==> src/rtl/gprf_pkg.sv <==
package gprf_pkg;

  typedef enum logic [1:0] {
    ACC_LO8 = 2'b00,
    ACC_HI8 = 2'b01,
    ACC_W16 = 2'b10,
    ACC_W32 = 2'b11
  } acc_size_e;

  localparam int BYTE_W = 8;
  localparam int HALF_W = 16;

endpackage

==> src/rtl/gprf_size_check.sv <==
module gprf_size_check #(
  parameter int IDX_W     = 3,
  parameter int BYTE_REGS = 4
) (
  input  logic [IDX_W-1:0] idx,
  input  logic [1:0]       size,
  output logic             illegal
);
  import gprf_pkg::*;

  logic is_byte;

  always_comb begin
    is_byte = (acc_size_e'(size) == ACC_LO8) || (acc_size_e'(size) == ACC_HI8);
    illegal = is_byte && (int'(idx) >= BYTE_REGS);
  end

endmodule

==> src/rtl/gprf_write_merge.sv <==
module gprf_write_merge #(
  parameter int DATA_W = 32
) (
  input  logic [DATA_W-1:0] old_word,
  input  logic [DATA_W-1:0] din,
  input  logic [1:0]        size,
  output logic [DATA_W-1:0] new_word
);
  import gprf_pkg::*;

  always_comb begin
    new_word = old_word;
    case (acc_size_e'(size))
      ACC_LO8: new_word[BYTE_W-1:0]      = din[BYTE_W-1:0];
      ACC_HI8: new_word[HALF_W-1:BYTE_W] = din[BYTE_W-1:0];
      ACC_W16: new_word[HALF_W-1:0]      = din[HALF_W-1:0];
      default: new_word                  = din;
    endcase
  end

endmodule

==> src/rtl/gprf_read_extract.sv <==
module gprf_read_extract #(
  parameter int DATA_W = 32
) (
  input  logic [DATA_W-1:0] word,
  input  logic [1:0]        size,
  output logic [DATA_W-1:0] dout
);
  import gprf_pkg::*;

  always_comb begin
    dout = '0;
    case (acc_size_e'(size))
      ACC_LO8: dout[BYTE_W-1:0] = word[BYTE_W-1:0];
      ACC_HI8: dout[BYTE_W-1:0] = word[HALF_W-1:BYTE_W];
      ACC_W16: dout[HALF_W-1:0] = word[HALF_W-1:0];
      default: dout             = word;
    endcase
  end

endmodule

==> src/rtl/gpr_slice_file.sv <==
module gpr_slice_file #(
  parameter int NUM_REGS  = 8,
  parameter int DATA_W    = 32,
  parameter int BYTE_REGS = 4,
  parameter int IDX_W     = $clog2(NUM_REGS)
) (
  input  logic              clk,
  input  logic              rst,
  input  logic              wr_en,
  input  logic [IDX_W-1:0]  wr_idx,
  input  logic [1:0]        wr_size,
  input  logic [DATA_W-1:0] wr_data,
  output logic              wr_err,
  input  logic [IDX_W-1:0]  ra_idx,
  input  logic [1:0]        ra_size,
  output logic [DATA_W-1:0] ra_data,
  output logic              ra_err,
  input  logic [IDX_W-1:0]  rb_idx,
  input  logic [1:0]        rb_size,
  output logic [DATA_W-1:0] rb_data,
  output logic              rb_err
);
  import gprf_pkg::*;

  localparam int RD_PORTS = 2;

  logic [DATA_W-1:0] regs_q [NUM_REGS];
  logic              wr_bad;
  logic              wr_ok;
  logic [DATA_W-1:0] wr_word;
  logic              wr_err_q;

  // write path
  gprf_size_check #(.IDX_W(IDX_W), .BYTE_REGS(BYTE_REGS)) u_wchk (
    .idx     (wr_idx),
    .size    (wr_size),
    .illegal (wr_bad)
  );

  gprf_write_merge #(.DATA_W(DATA_W)) u_merge (
    .old_word (regs_q[wr_idx]),
    .din      (wr_data),
    .size     (wr_size),
    .new_word (wr_word)
  );

  assign wr_ok = wr_en && !wr_bad;

  always_ff @(posedge clk) begin
    if (rst) begin
      for (int i = 0; i < NUM_REGS; i++) regs_q[i] <= '0;
      wr_err_q <= 1'b0;
    end else begin
      if (wr_ok) regs_q[wr_idx] <= wr_word;
      wr_err_q <= wr_en && wr_bad;
    end
  end

  assign wr_err = wr_err_q;


  wr_err_cause_chk: assert property (@(posedge clk) disable iff (rst)
    wr_err |-> ($past(wr_en) && !$past(wr_size[1])));

  genvar g;
  generate
    for (g = 0; g < NUM_REGS; g++) begin : g_hold

      reg_hold_chk: assert property (@(posedge clk) disable iff (rst)
        !(wr_ok && (wr_idx == IDX_W'(g))) |=> $stable(regs_q[g]));
    end
  endgenerate

  // read paths
  logic [IDX_W-1:0]  rp_idx  [RD_PORTS];
  logic [1:0]        rp_size [RD_PORTS];
  logic [DATA_W-1:0] rp_data [RD_PORTS];
  logic              rp_err  [RD_PORTS];

  assign rp_idx[0]  = ra_idx;
  assign rp_size[0] = ra_size;
  assign rp_idx[1]  = rb_idx;
  assign rp_size[1] = rb_size;

  genvar p;
  generate
    for (p = 0; p < RD_PORTS; p++) begin : g_rd
      logic              bad;
      logic [DATA_W-1:0] ext;
      logic [DATA_W-1:0] dq;
      logic              eq;

      gprf_size_check #(.IDX_W(IDX_W), .BYTE_REGS(BYTE_REGS)) u_rchk (
        .idx     (rp_idx[p]),
        .size    (rp_size[p]),
        .illegal (bad)
      );

      gprf_read_extract #(.DATA_W(DATA_W)) u_ext (
        .word (regs_q[rp_idx[p]]),
        .size (rp_size[p]),
        .dout (ext)
      );

      always_ff @(posedge clk) begin
        if (rst) begin
          dq <= '0;
          eq <= 1'b0;
        end else begin
          dq <= bad ? '0 : ext;
          eq <= bad;
        end
      end

      assign rp_data[p] = dq;
      assign rp_err[p]  = eq;


      byte_upper_zero_chk: assert property (@(posedge clk) disable iff (rst)
        !$past(rp_size[p][1]) |-> (dq[DATA_W-1:BYTE_W] == '0));


      err_data_zero_chk: assert property (@(posedge clk) disable iff (rst)
        eq |-> (dq == '0));
    end
  endgenerate

  assign ra_data = rp_data[0];
  assign ra_err  = rp_err[0];
  assign rb_data = rp_data[1];
  assign rb_err  = rp_err[1];

endmodule

==> config.mk <==
export PLATFORM = sky130hd
export DESIGN_NAME = gpr_slice_file
export DESIGN_NICKNAME = d
export VERILOG_FILES = /design/src/rtl/gprf_pkg.sv /design/src/rtl/gprf_size_check.sv /design/src/rtl/gprf_write_merge.sv /design/src/rtl/gprf_read_extract.sv /design/src/rtl/gpr_slice_file.sv
export SDC_FILE = /design/constraint.sdc
export NUM_CORES = 1
export LEC_CHECK = 0
export BUFFER_PORTS_ARGS = -buffer_cell sky130_fd_sc_hd__clkbuf_2
export CAP_MARGIN = 40
export CORE_AREA = 2 2 178 180
export DETAILED_ROUTE_END_ITERATION = 6
export DIE_AREA = 0 0 180 182
export PLACE_DENSITY_LB_ADDON = 0.3
export SETUP_SLACK_MARGIN = 0.2
export SKIP_LAST_GASP = 1
export SYNTH_ARGS = -nofsm -noshare
export SYNTH_HDL_FRONTEND = slang
export SYNTH_SLANG_ARGS = --single-unit
==> constraint.sdc <==
create_clock -name clk -period 2.4 [get_ports clk]
set_input_delay 0.24 -clock clk [delete_from_list [all_inputs] [get_ports clk]]
set_output_delay 0.24 -clock clk [all_outputs]
set_load 0.1 [all_outputs]
Word-level counts from Yosys, hierarchy flattened
Memory sizes are Yosys's and may differ from the RTL's.
Cells that the tools add are included.
- muxes and demuxes: 13
- equal/unequal tests: 9
- order comparisons: 3
- reduce and logical (&&, ||, !) cells: 23
- operator list (kind ; count):
    two-way mux 32 bit ; 1
    OR reduction 32 bit ; 1
    two-way mux 8 bit ; 3
    two-way mux 16 bit ; 1
    case mux 8 bit (2 select lines) ; 1
    OR reduction 5 bit ; 2
    greater-or-equal comparator 3 bit, second input constant ; 3
    OR reduction 4 bit ; 2
    == test 2 x 1 -> 1 bit, second input constant ; 3
    == test 2 bit, second input constant ; 3
    logical NOT 2 bit ; 3
    two-way mux 3 bit ; 2
    AND reduction 2 bit ; 3
    logical AND 1 bit ; 5
    two-way mux 1 bit ; 5
    OR reduction 2 bit ; 2
    logical OR 1 bit ; 3
    != test 1 bit, second input constant ; 3
    OR reduction 3 bit ; 1
    logical NOT 1 bit ; 1
- flip-flop bits (word level): 67
- logic and storage cells: 58
- output and inout port bits: 67
- bits of input ports: 50
- memory bits (writable): 256
- memories kept: 1
- memories (memory ; depth ; width ; read ports ; clocked after memory_dff ; write ports ; line ; RTL):
    regs_q ; 8 ; 32 ; 2 ; 0 ; 8 ; gpr_slice_file.sv:27 ; logic [DATA_W-1:0] regs_q [NUM_REGS];

Depth between registers and ports, before layout
Gate-level depths: netlist of the first run.
- depth after elaboration: 11
- mapped depth: 7
- depth with buffers taken out: 3

Modules after synthesis
A second synthesis of the first run with hierarchy kept.
- cells, all modules: 1184
- area total of the unflattened synthesis: 18251.3 um^2
- modules (own cells, without submodules) (module ; sequential area each (um^2) ; times used ; cells an instance ; area an instance (um^2)):
    gpr_slice_file ; 9028.7 ; 1 ; 1052 ; 17016.3
    gprf_read_extract ; 0.0 ; 2 ; 37 ; 305.3
    gprf_write_merge ; 0.0 ; 1 ; 55 ; 583.1
    gprf_size_check ; 0.0 ; 3 ; 1 ; 13.8

Worst setup path after synthesis of the first run
No wires, ideal clock.
- kind: in2reg
- start point: in rst
- end point: mem regs_q[4][10], enable pin
- data arrival time: 1526 ps
- required time: 2066 ps
- path buffers: 3
- setup time: 334 ps
- setup slack: 540 ps
- stages on the path: 6
- cells stage by stage: buf_2 > nand2b_4 > buf_6 > or4_4 > buf_6 > nand2b_1
- RTL lines (item ; line ; RTL):
    from (decl) ; gpr_slice_file.sv:8 ; input logic rst,
    to (decl) ; gpr_slice_file.sv:27 ;

==> results of run 1 <==
[metal layers]
| layer | vias to the layer above | track usage, % |
|---|---|---|
| li1 | 4063 | - |
| met1 | 4665 | 31.2 |
| met2 | 394 | 43.1 |
| met3 | 77 | 4.11 |
| met4 | 0 | 8.78 |
| met5 | - | 0 |
[through the flow]
stage                     area (um2)  worst slack, ns
after floorplan                15300            0.540
after global placement         16500            0.343
after detailed placement       16500            0.325
after CTS                      17600            0.735
after global routing           17600            0.687
final                          17600            0.707
[cell usage after synthesis, types with 6 or more instances]
cell type / n / share of area, %
sky130_fd_sc_hd__edfxtp_1: 256 / 50
sky130_fd_sc_hd__and2_1: 192 / 7.8
sky130_fd_sc_hd__mux4_2: 128 / 19
sky130_fd_sc_hd__nor2_1: 116 / 2.8
sky130_fd_sc_hd__dfxtp_1: 67 / 8.8
sky130_fd_sc_hd__mux2i_1: 56 / 3.7
sky130_fd_sc_hd__buf_2: 25 / 0.82
sky130_fd_sc_hd__clkbuf_1: 24 / 0.59
sky130_fd_sc_hd__nand2_1: 21 / 0.52
sky130_fd_sc_hd__nand2b_1: 16 / 0.65
sky130_fd_sc_hd__or2_2: 13 / 0.53
sky130_fd_sc_hd__inv_1: 10 / 0.25
sky130_fd_sc_hd__o221ai_1: 8 / 0.46
sky130_fd_sc_hd__buf_4: 7 / 0.34
sky130_fd_sc_hd__nand3_1: 7 / 0.23
sky130_fd_sc_hd__nor3_2: 6 / 0.39
[registers in the layout (all words and copies together), names as in the netlist]
| register | flops |
|---|---|
| regs_q | 256 |
| ra_err | 1 |
| wr_err | 1 |
| rb_data | 32 |
| rb_err | 1 |
| ra_data | 32 |
[logic make-up after synthesis]
group	count (synthesis)	share of synthesized area [%]
buffers and inverters	77	2.44
AO/OA/AOI/OAI	23	1.28
flip-flops	323	59.0
multiplexers	184	22.5
AND/OR/NAND/NOR	401	14.8
[worst max path at each step]
stage	end	cells after the start	slack, ns	start
floorplan	regs_q[4][10]	6	0.54	rst
global placement	regs_q[6][13]	4	0.34	rst
detailed placement	regs_q[6][13]	4	0.33	rst
CTS	rb_data[6]	3	0.73	regs_q[3][14]
global route	rb_data[1]	3	0.69	regs_q[7][9]
finish	rb_data[5]	3	0.71	regs_q[4][13]
[area by class of cell]
type,count,share of cell area (%)
Sequential cell,323,51.2
Multi-Input combinational cell,608,33.5
Timing Repair Buffer,162,5.79
Clock buffer,50,5.58
Tap cell,402,2.85
Clock inverter,16,0.795
Inverter,10,0.213
Antenna cell,2,0.0284
[worst max-delay path, stage by stage, from the launching register on]
cell	delay (ns)
sky130_fd_sc_hd__edfxtp_1	0.42
sky130_fd_sc_hd__mux4_2	0.48
sky130_fd_sc_hd__mux2i_1	0.41
sky130_fd_sc_hd__o221ai_1	0.23
[report_power, final]
part / total, W / internal (W) / switching, W
Clock: 0.00526 / 0.00301 / 0.00225
Sequential: 0.00651 / 0.00635 / 0.000153
Combinational: 0.00174 / 0.000602 / 0.00114
==> summary.md, run 1 <==
| Metric | Value |
|---|---|
| DRT iter0 DRCs | 781 |
| Row count | 65 |
| Total vias in the final route | 9,199 |
| Number of cells in the finished layout apart from fillers | about 1,600 |
| Highest metal layer with signal wires | met4 |
| Residual DRC | 0 |
| Time the worst path needs with I/O delays and setup | 1.69 ns |
| Final standard cell utilization of the core | 56.9% |
| Pin slew with the least headroom to its limit | ~0.8 ns |
| Proportion of layout cells with a drive suffix above 1 | 31.8% |
| Floorplan die height | 182 um |
| Max Clk Rate | roughly 600 MHz |
| Power density over the cells | 767 mW/mm2 |
| Met3 Routed Length | 3.05 mm |
| Clock tree from TritonCTS | done |
| Data required time of the critical path | about 2.8 ns |
| Met1 Routed Length | between 15 and 20 mm |
| Result of the run | complete, no violations |
| Cell count after synthesis | between 1,000 and 1,500 |
| Hold Path Origin | ra_size[1] |
| Largest vdd supply drop | 0.558 mV |
| Total power draw | between 0.01 and 0.015 W |
| Sum of overflow across all layers after global routing | 0 |
| Pre-antenna DRT Iters | 5 |
| CTS clk-pin slew, worst paths | roughly 0.060 ns |
| Sum of negative setup slack | 0 ns |
| CTS buffer count | 36 |
| Starting Density | 49.4% |
| Number of vias per cell | 5.85 |
| Synthesized cell area | 0.0153 mm2 |
| Commonest non-fill, non-tap cell in the layout | sky130_fd_sc_hd__edfxtp_1 |
| Largest net degree at the start of global routing | 65 |
| Area taken by multi-input logic gates | 0.00590 mm2 |
| Launch instance of the worst register-to-register path | regs_q[4][13] |
| Mean area per synthesized cell | 15.2 um2 |
| Crit Path Class | register to register |
| Met2 wirelength from detailed routing | ~20 mm |
| MaxCap Viol Count | 0 |
| Top FF cell, synth | sky130_fd_sc_hd__edfxtp_1 |
| PortBufs | 116 |
| Sequential cell area | 0.00903 mm2 |
| Portion of the post-synthesis area used by sequential elements | 59.0% |
| Capture instance of the worst register-to-register path | rb_data[5] |
| Final hold slack | 0.0374 ns |
| # H-tree levels | 2 |
| CTS hold repair buffers | 0 |
| Number of setup violations in the final report | 0 |
| Syn nets | 1,058 |
| Setup clock skew after layout | 0.0256 ns |
| Count of final hold-check violations | 0 |
| Global routing usage summed across all routing layers | between 20 and 25% |
| Hold crit path type | input pin to register |
| Critical path launch point type | register |
| Total die area | 0.0328 mm2 |
| Worst max-slew margin expressed relative to the limit | 47.4% |
| Leakage component of the power | 6.53 nW |
| Slack of the worst reg-to-reg path | 0.71 ns |
| Most frequent cells in the layout | 256 x sky130_fd_sc_hd__edfxtp_1, 192 x sky130_fd_sc_hd__and2_1, 128 x sky130_fd_sc_hd__mux4_2 |
| Post-CTS Setup Bufs | 0 |
| Post-Place Cells | 1,505 |
| Final cycle utilization of the critical path | between 70 and 80% |
| Root buffer selected by CTS | sky130_fd_sc_hd__clkbuf_16 |
| Width of the die | 180 um |
| Fill cell total of the finished layout | 2,462 |
| Last weighted congestion value of the routability-driven placer | 0.874 |
| Min-Delay Path Depth | 2 |
| Flop and latch count out of synthesis | 323 |
| Total I/O pin count | between 100 and 150 |
| Core region area | just over 0.03 mm2 |
| Terminating pin of the worst hold path | ra_err |
| Global-route wire length before repair | 59.5 mm |
| Critical path arrival | a little over 2 ns |
| WL per Instance | between 20 and 30 um |
| Clock buffer depth | 3 |
| Clk_lat worst skew | roughly 0.53 ns |
| Signed area change from the synthesized netlist to the final layout | 15.1% |
| Vias in the first global route | slightly below 10,000 |
| Proportion of register bits with asynchronous set or reset after synthesis | 0% |
| Post-synthesis cell type count | 42 |
| Worst-case reg-to-reg path depth | 3 |
| Initial antenna violation count | 2 |
| Post-route antenna net violation count | 0 |
| Clock Sinks | around 320 |
| Detailed-placement wirelength estimate | 25.5 mm |
| Post-CTS Resized | 0 |
| Number of flops mapped to enable cells by yosys | 256 |
| Setup repair after global routing missed its margin | no |
| Category of the worst setup path capture point | register |
| Synthesis warning total | 0 |
| Slew Limit Fails | 0 |
| Fin nets | ~1,200 |
| Crit path max fanout | 2 |
| Total detailed-routing wirelength | 39.8 mm |
(Power assumes the default switching activity.)
==> run 2, diff against run 1 <==
==> constraint.sdc (replaced) <==
create_clock -name clk -period 1.7 [get_ports clk]
set_input_delay 0.17 -clock clk [delete_from_list [all_inputs] [get_ports clk]]
set_output_delay 0.17 -clock clk [all_outputs]
set_load 0.1 [all_outputs]
==> summary.md, run 2 (synthesis gave the netlist of run 1 again) <==
| Metric | Value |
|---|---|
| Worst max-slew margin expressed relative to the limit | 38.4% (was 47.4%) |
| Vias in the first global route | 9,726 (was 9,725) |
| Proportion of layout cells with a drive suffix above 1 | 35.6% (was 31.8%) |
| Width of the die | 180 um (unchanged) |
| Root buffer selected by CTS | sky130_fd_sc_hd__clkbuf_16 (unchanged) |
| Clock Sinks | 323 (unchanged) |
| Global-route wire length before repair | 59.7 mm (was 59.5 mm) |
| WL per Instance | 24.2 um (was 25.3 um) |
| Category of the worst setup path capture point | primary output (was register) |
| Number of cells in the finished layout apart from fillers | 1,617 (was 1,573) |
| Largest vdd supply drop | 0.770 mV (was 0.558 mV) |
| Clock tree from TritonCTS | done (unchanged) |
| Initial antenna violation count | 1 (was 2) |
| Crit Path Class | register to primary output (was register to register) |
| Total power draw | 0.0191 W (was 0.0135 W) |
| Final WS setup | 0.221 ns (was 0.707 ns) |
| Fin nets | 1,237 (was 1,191) |
| Critical path launch point type | register (unchanged) |
| Slack of the worst reg-to-reg path | 0.23 ns (was 0.71 ns) |
| Result of the run | complete, no violations (unchanged) |
| Critical path arrival | 1.31 ns (was 2.05 ns) |
| Met1 track demand over resource in global routing | 32.4% (was 31.2%) |
| Number of buffers and inverters on the critical path | 1 (was 0) |
| MaxCap Viol Count | 0 (unchanged) |
| Worst-path cell with the longest stage delay | sky130_fd_sc_hd__clkbuf_2 (was sky130_fd_sc_hd__mux4_2) |
| Worst-case reg-to-reg path depth | 4 (was 3) |
| Global routing usage summed across all routing layers | 24.6% (about the same) |
| Clk_lat worst skew | 0.52 ns (was 0.53 ns) |
| Residual DRC | 0 (unchanged) |
| Post-Place Cells | 1,548 (was 1,505) |
| Largest net degree at the start of global routing | 33 (was 65) |
| Total die area | 0.0328 mm2 (unchanged) |
| Core region area | 0.0310 mm2 (unchanged) |
| CTS clk-pin slew, worst paths | 0.06 ns (about the same) |
| Last weighted congestion value of the routability-driven placer | 0.878 (was 0.874) |
| Total vias in the final route | 9,355 (was 9,199) |
| Data required time of the critical path | 1.53 ns (was 2.75 ns) |
| Launch instance of the worst register-to-register path | regs_q[7][13] (was regs_q[4][13]) |
| Cells traversed along the worst timing path | clkbuf_2 (was mux4_2 -> mux2i_1 -> o221ai_1) |
| Row count | 65 (unchanged) |
| Most frequent cells in the layout | 256 x sky130_fd_sc_hd__edfxtp_1, 192 x sky130_fd_sc_hd__and2_1, 128 x sky130_fd_sc_hd__mux4_2 (unchanged) |
| Clock buffer depth | 3 (unchanged) |
| Floorplan die height | 182 um (unchanged) |
| Terminating pin of the worst hold path | regs_q[6][20] (was ra_err) |
| Max Clk Rate | between 600 and 700 MHz |
| GRT met2 Usage | 42.3% (was 43.1%) |
| Total detailed-routing wirelength | 39.1 mm (was 39.8 mm) |
| Hold crit path type | input pin to register (unchanged) |
| Number of setup violations in the final report | 0 (unchanged) |
| Setup clock skew after layout | 0.0111 ns (was 0.0256 ns) |
| Number of vias per cell | 5.79 (was 5.85) |
| Pre-antenna DRT Iters | 5 (unchanged) |
| Sum of negative setup slack | 0 ns (unchanged) |
| Capture instance of the worst register-to-register path | rb_data[5] (unchanged) |
| Pin slew with the least headroom to its limit | 0.917 ns (was 0.784 ns) |
| Detailed-placement wirelength estimate | 26.5 mm (was 25.5 mm) |
| Count of final hold-check violations | 0 (unchanged) |
| Kind of cell adding the most delay to the critical path | buffers and inverters (was multiplexers) |
| Crit path max fanout | 1 (was 2) |
| Crit path largest cell delay | 0.46 ns (was 0.48 ns) |
| Hold Path Origin | wr_data[20] (was ra_size[1]) |
| Commonest non-fill, non-tap cell in the layout | sky130_fd_sc_hd__edfxtp_1 (unchanged) |
| CTS buffer count | 35 (was 36) |
| Time the worst path needs with I/O delays and setup | 1.48 ns |
| DRT iter0 DRCs | 964 (was 781) |
| Largest register by flop count | regs_q (unchanged) |
| Max reg flops | 256 (unchanged) |
| Slew Limit Fails | 0 (unchanged) |
| Power density over the cells | 1050 mW/mm2 (was 767 mW/mm2) |
| Min-Delay Path Depth | 2 (unchanged) |
| GRT Max-Usage Layer | met2 (unchanged) |
| Leakage component of the power | 6.86 nW (was 6.53 nW) |
| Signed area change from the synthesized netlist to the final layout | 19.1% (was 15.1%) |
| Post-route antenna net violation count | 0 (unchanged) |
| PortBufs | 116 (unchanged) |
| Total I/O pin count | 117 (unchanged) |
| Met3 Resource Use GR | 3.81% (was 4.11%) |
| Setup repair after global routing missed its margin | yes (was no) |
| Starting Density | 49.4% (unchanged) |
| Place WS | -0.0530 ns (was 0.325 ns) |
| # H-tree levels | 2 (unchanged) |
| Sum of overflow across all layers after global routing | 0 (unchanged) |
| Final cycle utilization of the critical path | a little under 90% |
| Final standard cell utilization of the core | 58.8% (was 56.9%) |
==> run 2: cell count changes in the layout (fill, tap and decap cells not counted), moves of 8 or more <==
cell	previous run	this run
sky130_fd_sc_hd__or2_2	13	3
sky130_fd_sc_hd__or2_4	0	10
sky130_fd_sc_hd__buf_4	42	75
sky130_fd_sc_hd__buf_12	7	19
sky130_fd_sc_hd__clkbuf_2	112	104
==> run 2: area by class of cell <==
type / count / area [um2]
fill: 2387 / 12800
tap: 402 / 503
clock buffer: 46 / 967
multi-input combinational: 608 / 6020
timing repair buffer: 209 / 1540
sequential: 323 / 9030
clock inverter: 17 / 126
inverter: 10 / 37.5
antenna: 2 / 5.00
==> run 2: metrics by stage <==
step | hold WS [ns] | instance area, um2
final | 0.0120 | 18200
after global routing | 0.0268 | 18200
after CTS | 0.00416 | 18200
after detailed placement | 0.480 | 17100
after global placement | 0.476 | 17100
after floorplan | 0.246 | 15500
==> run 2: where the power goes <==
group / leakage (nW) / internal (W) / switching [W]
clock: 0.541 / 0.00419 / 0.00314
combinational: 3.33 / 0.000997 / 0.00162
sequential: 2.99 / 0.00897 / 0.000220
==> run 2: worst max-delay path by stage <==
| stage | from | end | slack [ns] | cells past startpoint |
|---|---|---|---|---|
| 6_report | rb_data[4] | rb_data[4] | 0.22 | 1 |
| 5_1_grt | regs_q[6][15] | rb_data[7] | 0.19 | 4 |
| 4_1_cts | rb_data[29] | rb_data[29] | 0.20 | 1 |
| 3_5_place_dp | wr_idx[2] | regs_q[3][3] | -0.05 | 6 |
| 3_3_place_gp | wr_idx[2] | regs_q[3][2] | 0.006 | 6 |
| 2_1_floorplan | rst | regs_q[4][0] | 0.07 | 6 |
==> run 2: repair_timing <==
item                                   CTS  global route
hold buffers                             2             0
setup endpoints to repair                7             8
resized for setup                        7             5
pin swaps                                0             1
buffers inserted                         0             2
endpoints found under the hold margin    2             0
==> run 2: routing by layer <==
| layer | routed length (um) | vias to the layer above | share of wire [%] |
|---|---|---|---|
| met2 | 19900 | 405 | 51 |
| met5 | 0 | - | 0 |
| met4 | 1080 | 0 | 2.8 |
| met1 | 15400 | 4711 | 39 |
| li1 | - | 4163 | - |
| met3 | 2860 | 76 | 7.3 |
